<file path="config.mk">
export PLATFORM = sky130hd
export DESIGN_NAME = dma_stream_arbiter
export DESIGN_NICKNAME = d
export VERILOG_FILES = /design/src/rtl/dma_arb_pkg.sv /design/src/rtl/dma_arb_level_mask.sv /design/src/rtl/dma_arb_first_pick.sv /design/src/rtl/dma_arb_share_gate.sv /design/src/rtl/dma_stream_arbiter.sv
export SDC_FILE = /design/constraint.sdc
export NUM_CORES = 1
export LEC_CHECK = 0
export ABC_AREA = 1
export BUFFER_PORTS_ARGS = -buffer_cell sky130_fd_sc_hd__buf_2
export CAP_MARGIN = 20
export CORE_ASPECT_RATIO = 1.1
export CORE_MARGIN = 3
export CORE_UTILIZATION = 42
export DETAILED_ROUTE_END_ITERATION = 6
export PLACE_DENSITY = 0.78
export SLEW_MARGIN = 20
export SYNTH_ARGS = -nofsm -noshare
export SYNTH_HDL_FRONTEND = slang
export SYNTH_SLANG_ARGS = --single-unit
</file>
<file path="constraint.sdc">
create_clock -name clk -period 1.27 [get_ports clk]
set_clock_uncertainty 0.2 [all_clocks]
set_input_delay 0.0635 -clock clk [delete_from_list [all_inputs] [get_ports clk]]
set_output_delay 0.0635 -clock clk [all_outputs]
set_load 0.1 [all_outputs]
</file>
<file path="src/rtl/dma_arb_pkg.sv">
package dma_arb_pkg;
  localparam int unsigned STREAMS_DEF = 8;
  localparam int unsigned PRIO_W_DEF  = 2;

  typedef enum logic {
    LAST_OTHER = 1'b0,
    LAST_DMA   = 1'b1
  } last_owner_e;
endpackage

</file>
<file path="src/rtl/dma_arb_level_mask.sv">
// Keeps only the requesters that sit at the highest programmed level present.
module dma_arb_level_mask #(
  parameter int unsigned N      = 8,
  parameter int unsigned PRIO_W = 2
) (
  input  logic [N-1:0]        req,
  input  logic [N*PRIO_W-1:0] prio,
  output logic [N-1:0]        top_mask
);
  localparam int unsigned NL = 1 << PRIO_W;

  logic [N-1:0]  on_level [NL];
  logic [NL-1:0] level_hit;

  for (genvar l = 0; l < NL; l++) begin : g_level
    for (genvar s = 0; s < N; s++) begin : g_stream
      assign on_level[l][s] = (prio[s*PRIO_W +: PRIO_W] == PRIO_W'(l));
    end
    assign level_hit[l] = |(req & on_level[l]);
  end

  logic [PRIO_W-1:0] top_level;

  always_comb begin
    top_level = '0;
    for (int l = 0; l < NL; l++) begin
      if (level_hit[l]) top_level = PRIO_W'(l);
    end
  end

  assign top_mask = req & on_level[top_level];
endmodule

</file>
<file path="src/rtl/dma_arb_first_pick.sv">
// Fixed tie-break: lowest set index wins.
module dma_arb_first_pick #(
  parameter int unsigned N = 8
) (
  input  logic [N-1:0] cand,
  output logic [N-1:0] pick
);
  assign pick = cand & (~cand + N'(1));
endmodule

</file>
<file path="src/rtl/dma_arb_share_gate.sv">
// Holds the one-bit history and decides whether the CPU owns this beat.
module dma_arb_share_gate (
  input  logic clk,
  input  logic rst_n,
  input  logic cpu_req,
  input  logic dma_pending,
  input  logic dma_granted,
  output logic cpu_turn
);
  import dma_arb_pkg::*;

  last_owner_e last_q, last_d;
  logic        last_en;

  always_comb begin
    last_d  = dma_granted ? LAST_DMA : LAST_OTHER;
    last_en = (last_d != last_q);
  end

  always_ff @(posedge clk or negedge rst_n) begin
    if (!rst_n) begin
      last_q <= LAST_OTHER;
    end else if (last_en) begin
      last_q <= last_d;
    end
  end

  assign cpu_turn = cpu_req & ((last_q == LAST_DMA) | ~dma_pending);
endmodule

</file>
<file path="src/rtl/dma_stream_arbiter.sv">
module dma_stream_arbiter #(
  parameter int unsigned N_STREAMS = dma_arb_pkg::STREAMS_DEF,
  parameter int unsigned PRIO_W    = dma_arb_pkg::PRIO_W_DEF
) (
  input  logic                        clk,
  input  logic                        rst_n,
  input  logic [N_STREAMS-1:0]        stream_req,
  input  logic [N_STREAMS*PRIO_W-1:0] stream_prio,
  input  logic                        cpu_req,
  output logic [N_STREAMS-1:0]        stream_gnt,
  output logic                        cpu_gnt
);
  logic [N_STREAMS-1:0] top_mask;
  logic [N_STREAMS-1:0] winner;
  logic                 cpu_turn;
  logic                 dma_pending;

  assign dma_pending = |stream_req;

  dma_arb_level_mask #(.N(N_STREAMS), .PRIO_W(PRIO_W)) u_level (
    .req      (stream_req),
    .prio     (stream_prio),
    .top_mask (top_mask)
  );

  dma_arb_first_pick #(.N(N_STREAMS)) u_pick (
    .cand (top_mask),
    .pick (winner)
  );

  dma_arb_share_gate u_share (
    .clk         (clk),
    .rst_n       (rst_n),
    .cpu_req     (cpu_req),
    .dma_pending (dma_pending),
    .dma_granted (|stream_gnt),
    .cpu_turn    (cpu_turn)
  );

  assign stream_gnt = cpu_turn ? '0 : winner;
  assign cpu_gnt    = cpu_turn;
endmodule

</file>
==> flow_summary_export.csv, run 1 <==
group,metric,value,unit
placement,place_congestion,0.9366,
outcome,failing_step,"clock tree synthesis (4_1_cts)",
logic_synthesis,async_flop_share,100.0,%
logic_synthesis,synth_edf_count,0,
outcome,toolErrorMsg,"[ERROR DPL-0038] Utilization greater than 100%, impossible to legalize",
logic_synthesis,syn_area,774.5,um2
placement,dp_slack,-0.7830,ns
floorplanning,io_pins,36,
logic_synthesis,ys_ff_latch,1,
outcome,status,"stopped before the end",
floorplanning,start_util,46.89,%
clocking,cts-resized-gates,108,
floorplanning,die_h,51.04,um
floorplanning,row_count,15,
placement,place_area,1541,um2
logic_synthesis,syn_avg_cell_area,4.781,um2
logic_synthesis,synth_top_area_cell,"nand2_1",
placement,port_buffers,35,
clocking,postCtsSetupBuffers,7,
logic_synthesis,ys_types,20,
logic_synthesis,syn-instance-count,162,
clocking,hold_buffers,1,
logic_synthesis,synth.most_common_cell,"nand2_1",
logic_synthesis,synth_nets,189,
placement,hpwl,3023,um
logic_synthesis,ys.warnings.count,0,
logic_synthesis,seq_area_frac_synth,3.231,%
logic_synthesis,synth_top_cell_area_share,24.72,%
floorplanning,dieWidth,46.95,um
logic_synthesis,ys.flop_type,"dfrtp_1",
logic_synthesis,synth_area_leaders,"nand2_1 25%, nand3_1 16%, nor2_1 15%",
logic_synthesis,synth_commonest_cells,"51 x nand2_1, 31 x nor2_1, 25 x nand3_1, 20 x inv_1, 5 x inv_2",
-- per-stage QoR --
step                      setup TNS, ns  util, %  hold slack (ns)  instances
after detailed placement         -6.758    93.33          -0.3596        251
after global placement           -6.008    93.33          -0.3611        251
after floorplan                  -7.271        -          -0.4321        162
-- cells by family after synthesis --
| family | count (synthesis) | synth area share [%] |
|---|---|---|
| DFF | 1 | 3.231 |
| buffers and inverters | 26 | 12.76 |
| and+or+nand+nor | 129 | 78.51 |
| AOI/OAI and AO/OA | 6 | 5.491 |
==> run 2, diff against run 1 <==
--- a/config.mk
+++ b/config.mk
@@ -8,11 +8,10 @@
 export ABC_AREA = 1
 export BUFFER_PORTS_ARGS = -buffer_cell sky130_fd_sc_hd__buf_2
 export CAP_MARGIN = 20
-export CORE_ASPECT_RATIO = 1.1
-export CORE_MARGIN = 3
-export CORE_UTILIZATION = 42
+export CORE_AREA = 3 3 64 66
 export DETAILED_ROUTE_END_ITERATION = 6
-export PLACE_DENSITY = 0.78
+export DIE_AREA = 0 0 67 69
+export PLACE_DENSITY_LB_ADDON = 0.15
 export SLEW_MARGIN = 20
 export SYNTH_ARGS = -nofsm -noshare
 export SYNTH_HDL_FRONTEND = slang
==> constraint.sdc (replaced) <==
create_clock -name clk -period 1.7 [get_ports clk]
set_clock_uncertainty 0.2 [all_clocks]
set_input_delay 0.085 -clock clk [delete_from_list [all_inputs] [get_ports clk]]
set_output_delay 0.085 -clock clk [all_outputs]
set_load 0.1 [all_outputs]
==> run 2 against run 1 <==
  * The flow now finishes, with violations (negative setup slack)
  * Synthesized area unchanged
  * Synthesized cell count unchanged
==> flow_summary_export.csv, run 2 <==
group,metric,value,unit
outcome,status,"finished with violations",
outcome,violations,"negative setup slack",
logic_synthesis,synth_top_cell_area_share,24.72,%
logic_synthesis,synth_edf_count,0,
finish,mostFrequentLayoutCells,"42 x buf_4, 24 x buf_6, 21 x nand2_1",
finish,areaGrowthSynthToFinish,175.6,%
logic_synthesis,syn-instance-count,162,
floorplanning,io_pins,36,
timing,slew_headroom,82.65,%
critical_path,start_kind,"input port",
floorplanning,dieWidth,67,um
logic_synthesis,synth.most_common_cell,"nand2_1",
critical_path,crit_chain,"buf_4, nand2_2, nor2_1, nor2_1, nand2_1, nor2_2, nand2_4, buf_6, nand2_4, nand2_2, nand3_1, nand2_1, nor2_2, nand2_4, clkinvlp_4, buf_12",
critical_path,critPathBufInv,4,
logic_synthesis,synth_nets,189,
timing,hold_violations,0,
route,via_count,1276,
finish,largest_reg_flops,1,
logic_synthesis,async_flop_share,100.0,%
pwr,powerDensity,436.1,nW/um2
critical_path,cp-end-kind,"primary output",
critical_path,cp_max_fo,6,
floorplanning,core_area,3633,um2
critical_path,crit_start,"stream_req[3]",
logic_synthesis,syn_avg_cell_area,4.781,um2
finish,nNetsFinal,275,
timing,tightestPinTransition,0.2584,ns
pwr,p_leak,1.056,nW
timing,fin_ws,-0.2822,ns
floorplanning,start_util,21.32,%
timing,max_freq,504.5,MHz
logic_synthesis,synthXorXnorAreaFrac,0,%
flow_run,cap_violations,0,
timing,final-setup-viol-count,9,
critical_path,crit_path_frequent_cell,"nand2_4",
finish,antenna_cells,0,
placement,place_congestion,0.7870,
global_route,grt.overflow.total,0,
logic_synthesis,seq_area_frac_synth,3.231,%
logic_synthesis,ys.warnings.count,0,
logic_synthesis,synth-simple-area-share,78.51,%
logic_synthesis,ys_ff_latch,1,
logic_synthesis,synth_area_leaders,"nand2_1 25%, nand3_1 16%, nor2_1 15%",
clocking,clkTransAtPathRegs,0,ns
floorplanning,die_area,4623,um2
critical_path,path_class,"in2out",
finish,reg.largest.list,"u_share.last_q (1)",
logic_synthesis,syn_area,774.5,um2
route,postRouteAntennaNets,0,
hold_path,hold_class,"in2async",
route,dr.first_iter.drc_count,24,
route,viasPerCell,4.340,
route,routedWlPerCell,11.33,um
floorplanning,die_h,69,um
global_route,grt_antenna_before_repair,0,
finish,final_layout_size_suffix_gt1_share,74.80,%
critical_path,crit_family,"simple AND/OR/NAND/NOR gates",
floorplanning,row_count,22,
route,wirelength,3331,um
global_route,grt_max_degree,8,
timing,rsz0062_at_grt,"true",
timing,finalCriticalPeriod,1.982,ns
finish,final_common_cell,"buf_4",
global_route,grt_pass1_wl,5506,um
logic_synthesis,synth_top_family_by_area,"simple AND/OR/NAND/NOR gates",
critical_path,rr_startpoint,"u_share.last_q$_DFFE_PN0P_",
critical_path,arrival,1.70,ns
logic_synthesis,ys.flop_type,"dfrtp_1",
route,drtPass1Iterations,4,
finish,fin_cells,294,
clocking,clock_latency,0,ns
placement,port_buffers,35,
timing,holdWs,0.1962,ns
logic_synthesis,synthAdderAreaFrac,0,%
timing,slew_viol_final,0,
global_route,grt_pass1_vias,1277,
pwr,irDropWorstVdd,0.2344,mV
critical_path,critPathMaxStageDelay,0.16,ns
finish,top_register,"u_share.last_q",
route,drcViolationCount,0,
logic_synthesis,synth_top_area_cell,"nand2_1",
logic_synthesis,ys_types,20,
logic_synthesis,synth-compound-area-share,5.493,%
critical_path,cp.required,1.41,ns
logic_synthesis,synth.area.mux_share,0,%
critical_path,cp_slowest_cell,"nor2_2",
placement,hpwl,2390,um
global_route,track_usage,14.26,%
logic_synthesis,synth_commonest_cells,"51 x nand2_1, 31 x nor2_1, 25 x nand3_1, 20 x inv_1, 5 x inv_2",
timing,fin_crit_sh,116.6,%
placement,dp.cells,281,
==> run 2: cell counts after synthesis <==
Identical to the previous run, type by type.
==> run 2: area by class of cell <==
type	count	area (um2)
Fill cell	347	1499
Multi-Input combinational cell	136	1049
Timing Repair Buffer	83	860.8
Inverter	26	140.1
Tap cell	48	60.06
Sequential cell	1	25.02
==> run 2: layer usage <==
metal / GRT usage, % / share of wire [%] / vias up / routed length, um
li1: - / - / 686 / -
met1: 20.06 / 44 / 571 / 1475
met2: 24.67 / 53 / 19 / 1775
met3: 0.6515 / 2.4 / 0 / 80
met4: 0.9009 / 0 / 0 / 0
met5: 0 / 0 / - / 0
==> run 2: kinds of logic (layout without fill, tap and decap cells) <==
| logic type | count (synthesis) | count (layout) |
|---|---|---|
| compound gates | 6 | 6 |
| flops | 1 | 1 |
| simple gates | 129 | 130 |
| buf+inv | 26 | 109 |
==> run 2: worst register-to-register path, stage by stage (launching register included) <==
cell      delay (ns)
dfrtp_1         0.34
inv_1           0.05
nand2_1         0.04
nand2_1         0.10
nand2_1         0.05
o21bai_1        0.15
nor2_1          0.10
nand2_1         0.08
nor2_2          0.17
nand2_4         0.08
nand2_2         0.06
inv_1           0.04
nand2_1         0.05
==> run 2: where the power goes <==
part	leakage, nW	switching [mW]	internal (mW)
clock network	0	0	0
logic	1.04	0.506	0.391
registers	0.0117	0.00180	0.0316
==> run 2: worst paths after layout <==
check / end / slack, ns / cells after the start
max in group asynchronous: u_share.last_q$_DFFE_PN0P_ / 1.02 / 2
worst max-delay path: stream_gnt[7] / -0.28 / 16
min in group clk: u_share.last_q$_DFFE_PN0P_ / 0.48 / 8
worst min register to register: u_share.last_q$_DFFE_PN0P_ / 0.71 / 9
worst min-delay path: u_share.last_q$_DFFE_PN0P_ / 0.20 / 2
worst max register to register: u_share.last_q$_DFFE_PN0P_ / 0.15 / 12
==> run 2: what timing repair did <==
action                                  CTS  global route
buffers inserted                          9             2
hold endpoints to repair                  1             0
pin swaps                                35            52
gates cloned                              1             0
endpoints found under the setup margin    9            10
hold buffers                              1             0
resized for setup                        53            91
==> run 2: metrics by stage <==
stage	util (%)	cell area, um2	total power [mW]	setup WS [ns]	setup TNS, ns
final	58.75	2135	0.9308	-0.2822	-2.015
after global routing	58.75	2135	0.9959	-0.3630	-3.023
after CTS	50.38	1831	0.8200	-0.2777	-2.076
after detailed placement	43.08	1565	0.7109	-0.3674	-2.629
after global placement	43.08	1565	0.7101	-0.3969	-2.640
after floorplan	-	924.6	0.4244	-0.7556	-3.389
(Power assumes the default switching activity.)
